<file path="src/rtl/spi_cmd_pkg.sv">
package spi_cmd_pkg;
  localparam int unsigned CMD_W    = 32;
  localparam int unsigned LVL_W    = 4;
  // positions the software driver relies on
  localparam int unsigned B_FILL   = 0;
  localparam int unsigned B_EMPTY  = 1;
  localparam int unsigned B_RXRST  = 2;
  localparam int unsigned B_TXRST  = 3;
  localparam int unsigned B_CNTCLR = 4;
  localparam int unsigned B_STALL  = 5;
  localparam int unsigned B_TXNOW  = 6;
  localparam int unsigned RSVD_LO  = 7;
  localparam int unsigned RSVD_W   = CMD_W - RSVD_LO;
  localparam int unsigned N_STICKY = 4;

  // sticky mode index -> command bit position
  function automatic int unsigned sticky_pos(input int unsigned idx);
    case (idx)
      0:       return B_FILL;
      1:       return B_EMPTY;
      2:       return B_STALL;
      default: return B_TXNOW;
    endcase
  endfunction
endpackage

</file>
<file path="src/rtl/spi_cmd_sticky.sv">
module spi_cmd_sticky (
  input  logic clk,
  input  logic rst_n,
  input  logic set_i,
  input  logic clr_i,
  output logic q_o
);
  logic q_d;

  // set wins over clear
  always_comb begin
    q_d = q_o;
    if (clr_i) q_d = 1'b0;
    if (set_i) q_d = 1'b1;
  end

  always_ff @(posedge clk or negedge rst_n) begin
    if (!rst_n) q_o <= 1'b0;
    else        q_o <= q_d;
  end
endmodule

</file>
<file path="src/rtl/spi_cmd_strobes.sv">
module spi_cmd_strobes
  import spi_cmd_pkg::*;
(
  input  logic             clk,
  input  logic             rst_n,
  input  logic             wr_en,
  input  logic [CMD_W-1:0] wr_data,
  input  logic             core_en,
  input  logic             limit_wr,
  output logic             rx_rst_o,
  output logic             tx_rst_o,
  output logic             cnt_clr_o
);
  logic rx_d, tx_d, cnt_d;

  always_comb begin
    rx_d  = wr_en & wr_data[B_RXRST];
    tx_d  = wr_en & wr_data[B_TXRST];
    cnt_d = (wr_en & wr_data[B_CNTCLR]) | ~core_en | limit_wr;
  end

  always_ff @(posedge clk or negedge rst_n) begin
    if (!rst_n) begin
      rx_rst_o  <= 1'b0;
      tx_rst_o  <= 1'b0;
      cnt_clr_o <= 1'b0;
    end else begin
      rx_rst_o  <= rx_d;
      tx_rst_o  <= tx_d;
      cnt_clr_o <= cnt_d;
    end
  end

  logic unused_bits;
  assign unused_bits = ^{wr_data[CMD_W-1:B_CNTCLR+1], wr_data[B_RXRST-1:0]};
endmodule

</file>
<file path="src/rtl/spi_cmd_gates.sv">
module spi_cmd_gates #(
  parameter int unsigned LW = 4
) (
  input  logic          stall_q,
  input  logic          txnow_q,
  input  logic          slave_mode,
  input  logic [LW-1:0] tx_level,
  input  logic [LW-1:0] pkt_size,
  output logic          tx_hold,
  output logic          tx_busy
);
  logic short_pkt;

  always_comb begin
    short_pkt = tx_level < pkt_size;
    tx_hold   = stall_q & ~slave_mode & short_pkt;
    tx_busy   = slave_mode & ~txnow_q & short_pkt;
  end
endmodule

</file>
<file path="src/rtl/spi_cmd_ctrl.sv">
module spi_cmd_ctrl
  import spi_cmd_pkg::*;
(
  input  logic             clk,
  input  logic             rst_n,
  input  logic             wr_en,
  input  logic [31:0]      wr_data,
  output logic [31:0]      rd_data,
  input  logic             core_en,
  input  logic             limit_wr,
  input  logic             slave_mode,
  input  logic             ssel_active,
  input  logic             frame_limit_hit,
  input  logic             tx_start,
  input  logic             tx_frame_done,
  input  logic [3:0]       tx_level,
  input  logic [3:0]       pkt_size,
  output logic             rx_fifo_rst,
  output logic             tx_fifo_rst,
  output logic             cnt_clr,
  output logic             fill_zero,
  output logic             drop_rx,
  output logic             tx_hold,
  output logic             tx_busy
);
  // reset: asserted asynchronously, released on the clock
  logic rst_meta, rst_sn;
  always_ff @(posedge clk or negedge rst_n) begin
    if (!rst_n) begin
      rst_meta <= 1'b0;
      rst_sn   <= 1'b0;
    end else begin
      rst_meta <= 1'b1;
      rst_sn   <= rst_meta;
    end
  end

  // slave-select fall detect
  logic ssel_q, ssel_fall;
  always_ff @(posedge clk or negedge rst_sn) begin
    if (!rst_sn) ssel_q <= 1'b0;
    else         ssel_q <= ssel_active;
  end
  assign ssel_fall = ssel_q & ~ssel_active;

  // one-shot actions
  spi_cmd_strobes u_strb (
    .clk       (clk),
    .rst_n     (rst_sn),
    .wr_en     (wr_en),
    .wr_data   (wr_data),
    .core_en   (core_en),
    .limit_wr  (limit_wr),
    .rx_rst_o  (rx_fifo_rst),
    .tx_rst_o  (tx_fifo_rst),
    .cnt_clr_o (cnt_clr)
  );

  // sticky modes
  logic                sw_cnt_clr;
  logic [N_STICKY-1:0] mode_clr, mode_q;
  assign sw_cnt_clr = wr_en & wr_data[B_CNTCLR];

  always_comb begin
    mode_clr[0] = frame_limit_hit | sw_cnt_clr;
    mode_clr[1] = frame_limit_hit | sw_cnt_clr | (slave_mode & ssel_fall);
    mode_clr[2] = tx_start;
    mode_clr[3] = tx_frame_done;
  end

  for (genvar i = 0; i < N_STICKY; i++) begin : g_mode
    spi_cmd_sticky u_bit (
      .clk   (clk),
      .rst_n (rst_sn),
      .set_i (wr_en & wr_data[sticky_pos(i)]),
      .clr_i (mode_clr[i]),
      .q_o   (mode_q[i])
    );
  end

  // preserved upper field
  logic [RSVD_W-1:0] rsvd_q, rsvd_d;
  always_comb rsvd_d = wr_en ? wr_data[CMD_W-1:RSVD_LO] : rsvd_q;
  always_ff @(posedge clk or negedge rst_sn) begin
    if (!rst_sn) rsvd_q <= '0;
    else         rsvd_q <= rsvd_d;
  end

  always_comb begin
    rd_data                   = '0;
    rd_data[CMD_W-1:RSVD_LO]  = rsvd_q;
    rd_data[B_FILL]           = mode_q[0];
    rd_data[B_EMPTY]          = mode_q[1];
    rd_data[B_STALL]          = mode_q[2];
    rd_data[B_TXNOW]          = mode_q[3];
  end

  assign fill_zero = mode_q[0];
  assign drop_rx   = mode_q[1];

  spi_cmd_gates #(.LW(LVL_W)) u_gate (
    .stall_q    (mode_q[2]),
    .txnow_q    (mode_q[3]),
    .slave_mode (slave_mode),
    .tx_level   (tx_level),
    .pkt_size   (pkt_size),
    .tx_hold    (tx_hold),
    .tx_busy    (tx_busy)
  );
endmodule

</file>
<file path="config.mk">
export PLATFORM = sky130hd
export DESIGN_NAME = spi_cmd_ctrl
export DESIGN_NICKNAME = d
export VERILOG_FILES = /design/src/rtl/spi_cmd_pkg.sv /design/src/rtl/spi_cmd_sticky.sv /design/src/rtl/spi_cmd_strobes.sv /design/src/rtl/spi_cmd_gates.sv /design/src/rtl/spi_cmd_ctrl.sv
export SDC_FILE = /design/constraint.sdc
export NUM_CORES = 1
export LEC_CHECK = 0
export ABC_CLOCK_PERIOD_IN_PS = 1300
export BUFFER_PORTS_ARGS = -buffer_cell sky130_fd_sc_hd__buf_4
export CELL_PAD_IN_SITES_DETAIL_PLACEMENT = 0
export CELL_PAD_IN_SITES_GLOBAL_PLACEMENT = 1
export CORE_MARGIN = 2
export CORE_UTILIZATION = 33
export DETAILED_ROUTE_END_ITERATION = 10
export GPL_TIMING_DRIVEN = 0
export PLACE_DENSITY_LB_ADDON = 0.1
export SYNTH_ARGS = -nofsm -noshare
export SYNTH_HDL_FRONTEND = slang
export SYNTH_SLANG_ARGS = --single-unit
</file>
<file path="constraint.sdc">
create_clock -name clk -period 1.3 [get_ports clk]
set_input_delay 0.065 -clock clk [delete_from_list [all_inputs] [get_ports clk]]
set_output_delay 0.065 -clock clk [all_outputs]
set_load 0.05 [all_outputs]
</file>
# Word level (Yosys, flattened, before mapping)
# Index checks and enable logic that the tools add are counted.
op_classes:
  add_sub_neg: 0
  multipliers: 0
  div: 0
  magnitude_cmp: 1
  eq_ne: 0
  shift: 0
  n_mux: 8
  n_bitwise: 21
  n_reduce_logical: 4
op_table:
  columns: ["cell", "count"]
  rows:
  - ["1-bit AND", 13]
  - ["1-bit two-way mux", 8]
  - ["2-bit nonzero test", 4]
  - ["4-bit less-than comparator", 1]
  - ["1-bit NOT", 4]
  - ["1-bit bitwise OR", 4]
totals:
  regBits: 35
  latchBits: 0
  mem_bits_rw: 0
  mem_bits_ro: 0
  input_bits: 50
  out_inout_bits: 39
  mem_count: 0

# Depth between registers and ports, before layout
# Gate-level depths: netlist of the first run.
depth:
  word_depth: 6
  mapped_depth: 5
  ltp_nobuf: 5

# Modules after synthesis
# A second synthesis of the first run with hierarchy kept.
unflattened:
  cells_unflattened: 101
  hier_area_um2: 1443.9
modules_own_cells:
  columns: ["mod", "instances", "cells_each", "area_per_inst_um2", "seq_area_each_um2"]
  rows:
  - ["spi_cmd_ctrl", 1, 70, 1097.3, 700.7]
  - ["spi_cmd_sticky", 4, 3, 36.3, 25.0]
  - ["spi_cmd_gates", 1, 12, 102.6, 0.0]
  - ["spi_cmd_strobes", 1, 7, 98.8, 75.1]

# Least setup slack after synthesis of the first run
# OpenSTA, ideal clock, no wires.
synth_timing:
  path_type: "input to output"
  from: "input port pkt_size[1]"
  to: "output port tx_hold"
  arrival_ns: 2.081
  required_time_ns: 1.235
  path_slack_ns: -0.846
  cell_stages: 5
  path_cell_list: "inv_1 ha_1 o211ai_1 nor2_1 nor4_1"
synth_via:
  elab_chain_cells: 2
synth_rtl:
  columns: ["element", "line_no", "source"]
  rows:
  - ["from (decl)", "spi_cmd_ctrl.sv:17", "input logic [3:0] pkt_size,"]
  - ["4-bit less-than comparator", "spi_cmd_gates.sv:15", "short_pkt = tx_level < pkt_size;"]
  - ["1-bit AND", "spi_cmd_gates.sv:16", "tx_hold = stall_q & ~slave_mode & short_pkt;"]
  - ["to (decl)", "spi_cmd_ctrl.sv:23", "output logic tx_hold,"]
# Every way passes these cells.

# Final worst setup path of the first run
layout_timing:
  from: "input port tx_level[3]"
  to: "output port tx_busy"
layout_via:
  elab_chain_cells: 2
layout_rtl:
  columns: ["element", "line_no", "source"]
  rows:
  - ["from (decl)", "spi_cmd_ctrl.sv:16", "input logic [3:0] tx_level,"]
  - ["4-bit less-than comparator", "spi_cmd_gates.sv:15", null]
  - ["1-bit AND", "spi_cmd_gates.sv:17", "tx_busy = slave_mode & ~txnow_q & short_pkt;"]
  - ["to (decl)", "spi_cmd_ctrl.sv:24", "output logic tx_busy"]
# Every way passes these cells.

==> impl_metrics.json, run 1 <==
{
  "yosysSeqAreaShare_pct": 56.8,
  "critPathArrivalTime_ns": 1.21,
  "min_period_over_period_pct": 97.9,
  "slew_headroom_pct": 52.9,
  "endpoint_kind": "output pin",
  "ys_top_cells_by_area": "dfrtp_1 (57%), mux2_4 (22%), buf_4 (3.4%), buf_12 (2.6%), ha_1 (2.4%)",
  "crit_start": "tx_level[3]",
  "cts_tree": "yes",
  "regToRegSetupSlack_ns": 0.10,
  "area_delta_synth_final_pct": 69.7,
  "wire_per_inst_um": 13.3,
  "cp_max_fo": 2,
  "cp_slowest_stage_delay_ns": 0.31,
  "remaining_drc_errors": 0,
  "synthTopCellsByCount": "dfrtp_1 (35), mux2_4 (23), buf_4 (7)",
  "overflow": 0,
  "yosysTopAreaCell": "dfrtp_1",
  "clk_pin_slew_ns": 0.07,
  "ios": 89,
  "reg2reg_depth": 3,
  "cts_inserted_buffers": 5,
  "yosysTopAreaCellShare_pct": 56.8,
  "clk_latency_ns": 0.28,
  "min-delay-path-class": "in -> reg",
  "path_class": "in -> out",
  "drive_above_1_share_pct": 63.4,
  "core_area_um2": 4410,
  "grt_pass1_wl_um": 5420,
  "path_buf_inv": 2,
  "use_met1_pct": 16.0,
  "clock-root-buffer": "clkbuf_8",
  "register_area_um2": 877,
  "wl_um": 3530,
  "synth-seq-cells": 35,
  "grtUsageTotal_pct": 13.6,
  "ys_types": 22,
  "drt_iter0_markers": 65,
  "grt_max_degree": 34,
  "vias_per_cell": 4.28,
  "finalSetupTns_ns": 0,
  "initial_utilization_pct": 34.9,
  "setup_violations": 0,
  "cp_slowest_cell": "nor4b_4",
  "fmax_ghz": 0.786,
  "p_total_uw": 3230,
  "met2_usage_pct": 23.9,
  "crit-reg2reg-launch": "g_mode[3].u_bit.q_o",
  "yosysMostFrequentCell": "dfrtp_1",
  "finalMaxSlewViolations": 0,
  "clock_sinks": 35,
  "grtUsageMet3_pct": 3.47,
  "antenna_found_initial": 0,
  "dp_hpwl_um": 2570,
  "leakagePower_uw": 0.00133,
  "antenna_left": 0,
  "syn_area_um2": 1540,
  "timing.final.crit_period_ns": 1.27,
  "finClkSkew_ns": 0.00346,
  "finalHoldViolations": 0,
  "first_global_vias": 1154,
  "rsz0062_at_grt": "false",
  "synth_top_flop_cell": "dfrtp_1",
  "crit_cells": 5,
  "required_ns": 1.24,
  "io_buffers": 84,
  "cts.path.max_buffers": 2,
  "firstDrtPassIters": 4,
  "htreeDepth": 2,
  "num-fill-cells": 367,
  "timing.rr.end": "g_mode[3].u_bit.q_o",
  "gr-max-usage-layer": "met2",
  "syn_inst": 99,
  "cp_top_family": "simple AND/OR/NAND/NOR gates",
  "hold-path-cell-count": 2,
  "num_vias": 1134,
  "multiInputGateArea_um2": 579,
  "start_kind": "primary input",
  "ys_async_sr_fraction_pct": 100,
  "fp.dieH_um": 72.4,
  "hold_path.startpoint": "wr_data[19]",
  "synth_edf_count": 0,
  "n_antenna_cell": 0,
  "drv_cap": 0,
  "die_x_um": 72.4,
  "post-cts-setup-buffers": 0,
  "ir_worst_vdd_mv": 0.582,
  "rows": 24,
  "gp_congestion": 0.704,
  "dieArea_um2": 5240,
  "worst_pin_slew_ns": 0.706,
  "path_cells": "buf_4 -> ha_1 -> a21o_1 -> nor4b_4 -> buf_6",
  "syn_area_per_cell_um2": 15.6,
  "layout.nets": 265,
  "whs_endpoint": "rsvd_q[12]",
  "status": "finished, final reports clean",
  "yosys_warnings": 0,
  "power_density_nw_per_um2": 1230
}
-- stage by stage --
step / hold WS [ns] / cell area (um2) / instances / setup slack (ns) / utilization [%]
CTS: 0.00204 / 2590 / 263 / 0.00890 / 58.8
floorplan: -0.231 / 1600 / 101 / -0.00771 / -
global route: 0.00639 / 2620 / 265 / 0.000577 / 59.3
global placement: -0.152 / 2300 / 237 / -0.110 / 52.0
detailed placement: -0.151 / 2300 / 237 / -0.183 / 52.0
finish: 0.0140 / 2620 / 265 / 0.0271 / 59.3
-- what timing repair did --
action	CTS	global route
setup endpoints to repair	34	3
endpoints found under the hold margin	17	2
gates resized for setup	2	3
pin swaps	1	2
hold buffers	18	2
-- state kept, by name (all words and copies together) (netlist names) --
signal / flops
u_strb.cnt_clr_o: 1
g_mode.u_bit.q_o: 4
u_strb.rx_rst_o: 1
ssel_q: 1
rst_sn: 1
rst_meta: 1
u_strb.tx_rst_o: 1
rsvd_q: 25
-- routing by layer --
metal / vias to the layer above / share of wire (%)
li1: 549 / -
met4: 0 / 0.96
met2: 46 / 52
met3: 5 / 7.9
met5: - / 0
met1: 534 / 39
-- kinds of logic after synthesis --
logic type | Yosys count | share of synthesized area [%]
buffers and inverters | 16 | 8.68
flip-flops | 35 | 56.8
adder cells (fa/ha/maj) | 3 | 2.43
other | 2 | 0.487
AND/OR/NAND/NOR | 11 | 4.62
multiplexers | 25 | 23.8
AO/OA/AOI/OAI | 7 | 3.16
-- report_power, final --
part | leakage (uW) | internal [uW] | switching (uW)
sequential | 0.000411 | 1190 | 76.5
clock | 0.0000581 | 571 | 393
combinational | 0.000865 | 445 | 555
-- area by class of cell --
| class | instances | share of cell area [%] |
|---|---|---|
| Sequential cell | 35 | 33.5 |
| Timing Repair Buffer | 104 | 32.0 |
| Multi-Input combinational cell | 50 | 22.1 |
| Buffer | 11 | 4.40 |
| Clock buffer | 5 | 2.63 |
| Tap cell | 52 | 2.48 |
| Clock inverter | 3 | 1.67 |
| Inverter | 5 | 1.19 |
-- cell usage in the layout (no fill, tap or decap), types with 3 or more instances in the layout --
master / netlist / layout
buf_4: 7 / 89
buf_6: 2 / 4
clkbuf_8: 0 / 5
conb_1: 2 / 4
dfrtp_1: 35 / 34
dlygate4sd3_1: 0 / 20
inv_1: 5 / 3
mux2_4: 23 / 23
nand2_1: 3 / 3
-- worst max-delay path by stage --
stage	end	slack, ns
2_1_floorplan	tx_busy	-0.008
4_1_cts	tx_busy	0.009
5_1_grt	tx_hold	0.0006
3_5_place_dp	rsvd_q[19]	-0.18
6_report	tx_busy	0.03
3_3_place_gp	rsvd_q[22]	-0.11
Note: power is estimated with default switching activity, not from simulation.
==> inputs of run 2 (changes only) <==
- CORE_UTILIZATION: 33 -> 31
- SYNTH_HIERARCHICAL: not set -> 1
==> impl_metrics.json, run 2 <==
{
  "yosys_warnings": 6,
  "ir_worst_vdd_mv": 0.644,
  "cts_inserted_buffers": 5,
  "leakagePower_uw": 0.00122,
  "drive_above_1_share_pct": 66.3,
  "p_total_uw": 2950,
  "dieArea_um2": 5220,
  "finalMaxSlewViolations": 0,
  "num_vias": 1129,
  "multiInputGateArea_um2": 548,
  "synth-seq-cells": 35,
  "reg.largest.list": "rsvd_q: 25 flops, g_mode.u_bit/q_o: 4 flops",
  "p_clk_share_pct": 26.2,
  "wl_um": 3430,
  "cts_tree": "yes",
  "status": "finished, final reports clean",
  "finalHoldViolations": 0,
  "clock-root-buffer": "clkbuf_8",
  "fin_util_pct": 55.1,
  "path_cells": "nor4b_4 -> buf_6",
  "wire_per_inst_um": 13.2,
  "power_density_nw_per_um2": 1210,
  "endpoint_kind": "output pin",
  "slew_headroom_pct": 52.3,
  "io_buffers": 85,
  "ys_types": 16,
  "fmax_ghz": 0.795,
  "finClkSkew_ns": 0.00405,
  "min-delay-path-class": "in -> reg",
  "yosysTopAreaCellShare_pct": 60.7,
  "antenna_left": 0,
  "fin_cells": 260,
  "path_buf_inv": 1,
  "remaining_drc_errors": 0,
  "n_antenna_cell": 0,
  "fp.dieH_um": 72.2,
  "grt_pass1_wl_um": 5510,
  "synth_top_flop_cell": "dfrtp_1",
  "firstDrtPassIters": 4,
  "ios": 89,
  "overflow": 0,
  "num-fill-cells": 380,
  "cp_slowest_cell": "dfrtp_2",
  "vias_per_cell": 4.34,
  "rsz0062_at_grt": "true",
  "path_class": "reg -> out",
  "cp_slowest_stage_delay_ns": 0.43,
  "syn_inst": 101,
  "critPathArrivalTime_ns": 1.19,
  "yosysSeqAreaShare_pct": 60.7,
  "synthTopCellsByCount": "dfrtp_1 (35), mux2_2 (25), buf_4 (7), inv_1 (7)",
  "grtUsageTotal_pct": 14.0,
  "p_comb_share_pct": 31.2,
  "clk_pin_slew_ns": 0.07,
  "yosysTopAreaCell": "dfrtp_1",
  "htreeDepth": 2,
  "layout.nets": 260,
  "timing.final.crit_period_ns": 1.26,
  "first_global_vias": 1207,
  "pwr-share-seq_pct": 42.6,
  "yosysMostFrequentCell": "dfrtp_1",
  "area_delta_synth_final_pct": 68.4,
  "switching_share_pct": 34.3,
  "cts.path.max_buffers": 2,
  "holdWs_ns": 0.00907,
  "top_register": "rsvd_q",
  "gp_congestion": 0.709,
  "final_cell_mix": "buf_4 (92), dfrtp_1 (32), mux2_2 (25)",
  "min_period_over_period_pct": 96.7,
  "worst_pin_slew_ns": 0.715,
  "ys_top_cells_by_area": "dfrtp_1 (61%), mux2_2 (19%), buf_4 (3.6%), a21o_1 (3.1%), and2_1 (2.6%)",
  "rows": 24,
  "start_kind": "flip-flop",
  "ys_async_sr_fraction_pct": 100,
  "syn_area_um2": 1440,
  "drv_cap": 0,
  "initial_utilization_pct": 32.7,
  "clock_sinks": 35,
  "dp_hpwl_um": 2680,
  "synth_edf_count": 0,
  "clk_latency_ns": 0.28,
  "p_sw_uw": 1010,
  "cp_max_fo": 3,
  "register_area_um2": 880,
  "drt_iter0_markers": 29,
  "finalSetupTns_ns": 0,
  "largest_reg_flops": 25,
  "syn_area_per_cell_um2": 14.3,
  "die_x_um": 72.2,
  "antenna_found_initial": 0,
  "core_area_um2": 4410,
  "internal_power_uw": 1940,
  "cp_top_family": "flip-flops",
  "grt_max_degree": 34,
  "setup_violations": 0,
  "final_common_cell": "buf_4",
  "required_ns": 1.24,
  "place_inst": 240
}
==> run 2: changes by cell type after synthesis, sizes merged, moves of 2 or more <==
cell   previous run  this run
buf              11         8
inv               5         7
o21ai             2         0
a21o              1         6
and2              2         6
==> run 2: per-stage QoR <==
step                      worst slack [ns]  cell area (um2)
final                               0.0423             2430
after detailed placement            -0.244             2220
after CTS                           0.0204             2420
after global placement              -0.207             2220
after floorplan                    0.00191             1520
after global routing               -0.0289             2430
==> run 2: layout make-up <==
cell class	count	area share (%)
Timing Repair Buffer	97	31.2
Buffer	8	2.62
Inverter	7	1.08
Tap cell	52	2.68
Multi-Input combinational cell	53	22.5
Sequential cell	35	36.2
Clock inverter	3	0.823
Clock buffer	5	2.83
==> run 2: cells by family (layout without fill, tap and decap cells) <==
kind of cell	count (synthesis)	in the layout	share of synthesized area, %
flops	35	35	60.7
other cells	2	4	0.520
fa+ha+maj	3	3	2.60
buf+inv	15	120	6.24
compound gates	8	8	4.51
simple gates	13	13	5.98
mux	25	25	19.5
==> run 2: path summary, 6_finish.rpt <==
| kind | slack [ns] | from | depth (start not counted) | end |
|---|---|---|---|---|
| min in group asynchronous | 0.09 | rst_n | 2 | rst_meta |
| worst max register to register | 0.47 | rst_sn | 0 | g_mode[2].u_bit/q_o |
| worst max-delay path | 0.04 | g_mode[3].u_bit/q_o | 2 | tx_busy |
| worst min register to register | 0.33 | rst_sn | 0 | u_strb/cnt_clr_o |
| max in group asynchronous | 0.47 | rst_sn | 0 | g_mode[2].u_bit/q_o |
| worst min-delay path | 0.009 | wr_data[13] | 2 | rsvd_q[6] |
==> run 2: power groups by stage <==
stage	combinational, uW	clock, uW	sequential [uW]
after floorplan	238	0	1600
after global placement	882	0	1280
after detailed placement	896	0	1280
after CTS	924	804	1260
after global routing	965	847	1280
final	921	773	1260
==> run 2: per-layer routing <==
| layer | track usage (%) | routed length, um | vias to the layer above |
|---|---|---|---|
| met1 | 16.1 | 1250 | 536 |
| met3 | 4.72 | 276 | 4 |
| met5 | 0 | 0 | - |
| li1 | - | - | 540 |
| met2 | 23.6 | 1860 | 49 |
| met4 | 6.29 | 35 | 0 |
==> run 2: timing repair <==
| action | 4_1_cts | 5_1_grt |
|---|---|---|
| buffers inserted | 0 | 1 |
| pin swaps | 0 | 1 |
| endpoints found under the setup margin | 33 | 2 |
| hold buffers | 11 | 0 |
| hold endpoints to repair | 11 | 0 |
| gates resized for setup | 1 | 1 |
==> inputs of run 3 (changes only) <==
- RECOVER_POWER: not set -> 100
==> impl_metrics.json, run 3 (same netlist as run 2, synthesis figures left out) <==
{
  "status": "finished, final reports clean",
  "remaining_drc_errors": 0,
  "internal_power_uw": 1880,
  "drv_cap": 0,
  "area_delta_synth_final_pct": 62.2,
  "timing.rr.end": "g_mode[2].u_bit/q_o",
  "timing.final.crit_period_ns": 1.25,
  "crit_end": "tx_busy",
  "overflow": 0,
  "pwr-share-seq_pct": 43.5,
  "power_density_nw_per_um2": 1230,
  "antenna_found_initial": 0,
  "crit-reg2reg-launch": "rst_sn",
  "finalSetupTns_ns": 0,
  "endpoint_kind": "output pin",
  "clk_pin_slew_ns": 0.08,
  "rows": 24,
  "num-fill-cells": 396,
  "cts_tree": "yes",
  "reg2reg_depth": 0,
  "n_antenna_cell": 0,
  "setup_violations": 0,
  "clock-root-buffer": "clkbuf_8",
  "regToRegSetupSlack_ns": 0.46,
  "cts.path.max_buffers": 2,
  "antenna_left": 0,
  "ir_worst_vdd_mv": 0.642,
  "grt_max_degree": 34,
  "gp_congestion": 0.709,
  "core_area_um2": 4410,
  "hold_path.startpoint": "wr_data[13]",
  "reg.largest.list": "rsvd_q: 25 flops, g_mode.u_bit/q_o: 4 flops",
  "finalMaxSlewViolations": 0,
  "top_register": "rsvd_q",
  "final_common_cell": "buf_4",
  "clock_sinks": 35,
  "required_ns": 1.24,
  "cp_max_fo": 3,
  "final_cell_mix": "buf_4 (49), clkbuf_2 (34), dfrtp_1 (32)",
  "placed_cell_area_um2": 2220,
  "start_kind": "flip-flop",
  "drt_iter0_markers": 30,
  "ios": 89,
  "dp_hpwl_um": 2680,
  "p_sw_uw": 1010,
  "crit_start": "g_mode[3].u_bit/q_o",
  "cts_inserted_buffers": 5,
  "leakagePower_uw": 0.00119,
  "critPathArrivalTime_ns": 1.19,
  "p_total_uw": 2890,
  "io_buffers": 85,
  "dieArea_um2": 5220,
  "num_vias": 1134,
  "design_area_um2": 2340,
  "drive_above_1_share_pct": 65.9,
  "wl_um": 3410,
  "wire_per_inst_um": 13.1,
  "largest_reg_flops": 25,
  "slew_headroom_pct": 52.4,
  "worst_pin_slew_ns": 0.714,
  "layout.nets": 260,
  "grt_pass1_wl_um": 5510,
  "first_global_vias": 1207,
  "min-delay-path-class": "in -> reg",
  "rsz0062_at_grt": "true",
  "vias_per_cell": 4.36,
  "min_period_over_period_pct": 96.5,
  "grtUsageTotal_pct": 14.0,
  "fp.dieH_um": 72.2,
  "finClkSkew_ns": 0.00606,
  "firstDrtPassIters": 2,
  "p_comb_share_pct": 29.6,
  "path_class": "reg -> out",
  "htreeDepth": 2,
  "fmax_ghz": 0.797,
  "initial_utilization_pct": 32.7,
  "p_clk_share_pct": 26.9,
  "switching_share_pct": 35.0,
  "clk_latency_ns": 0.29,
  "finalHoldViolations": 0,
  "die_x_um": 72.2
}
==> run 3: cell count changes in the layout (fill, tap and decap cells not counted), sizes merged <==
cell / previous run / this run
clkbuf: 5 / 48
buf: 94 / 51
==> run 3: worst max-delay path, cell delays in order (launching register included) <==
cell	delay (ns)
dfrtp_2	0.43
nor4b_4	0.28
buf_6	0.19
==> run 3: worst min-delay path by stage <==
stage / to / slack (ns) / depth (start not counted)
after detailed placement: rst_meta / -0.15 / 1
after CTS: rsvd_q[11] / 0.0006 / 2
after global placement: rst_meta / -0.15 / 1
after global routing: rsvd_q[0] / 0.007 / 2
final: rsvd_q[6] / 0.007 / 2
after floorplan: rst_meta / -0.23 / 0
==> run 3: what timing repair did <==
item | in CTS | in global routing
endpoints found under the setup margin | 33 | 2
pin swaps | 0 | 1
resized for setup | 1 | 1
hold endpoints to repair | 11 | 0
hold buffers | 11 | 0
buffers inserted | 0 | 1
==> run 3: final cells by class <==
cell class,count,area (um2),share of cell area [%]
Sequential cell,35,880,37.6
Timing Repair Buffer,97,671,28.6
Multi-Input combinational cell,53,548,23.4
Clock buffer,5,68.8,2.94
Tap cell,52,65.1,2.78
Buffer,8,63.8,2.72
Inverter,7,26.3,1.12
Clock inverter,3,20.0,0.855
==> run 3: power groups by stage <==
stage                     Sequential [uW]  Clock, uW  Combinational, uW
after floorplan                      1600          0                238
after global placement               1280          0                882
after detailed placement             1280          0                896
after CTS                            1260        804                924
after global routing                 1280        847                901
final                                1260        777                855
==> run 3: metal layers <==
metal  track usage [%]  vias to the layer above  wire (um)
li1                  -                      541          -
met1              16.1                      538       1260
met2              23.6                       49       1820
met3              4.72                        6        267
met4              6.29                        0         60
met5                 0                        -          0
==> run 3: stage by stage <==
step                instances  hold WS [ns]  utilization [%]  setup WS, ns
finish                    260       0.00715             53.1        0.0453
global route              260       0.00660             53.1       -0.0289
CTS                       259      0.000631             54.8        0.0204
detailed placement        240        -0.149             50.3        -0.244
global placement          240        -0.152             50.3        -0.207
floorplan                 103        -0.231                -       0.00191
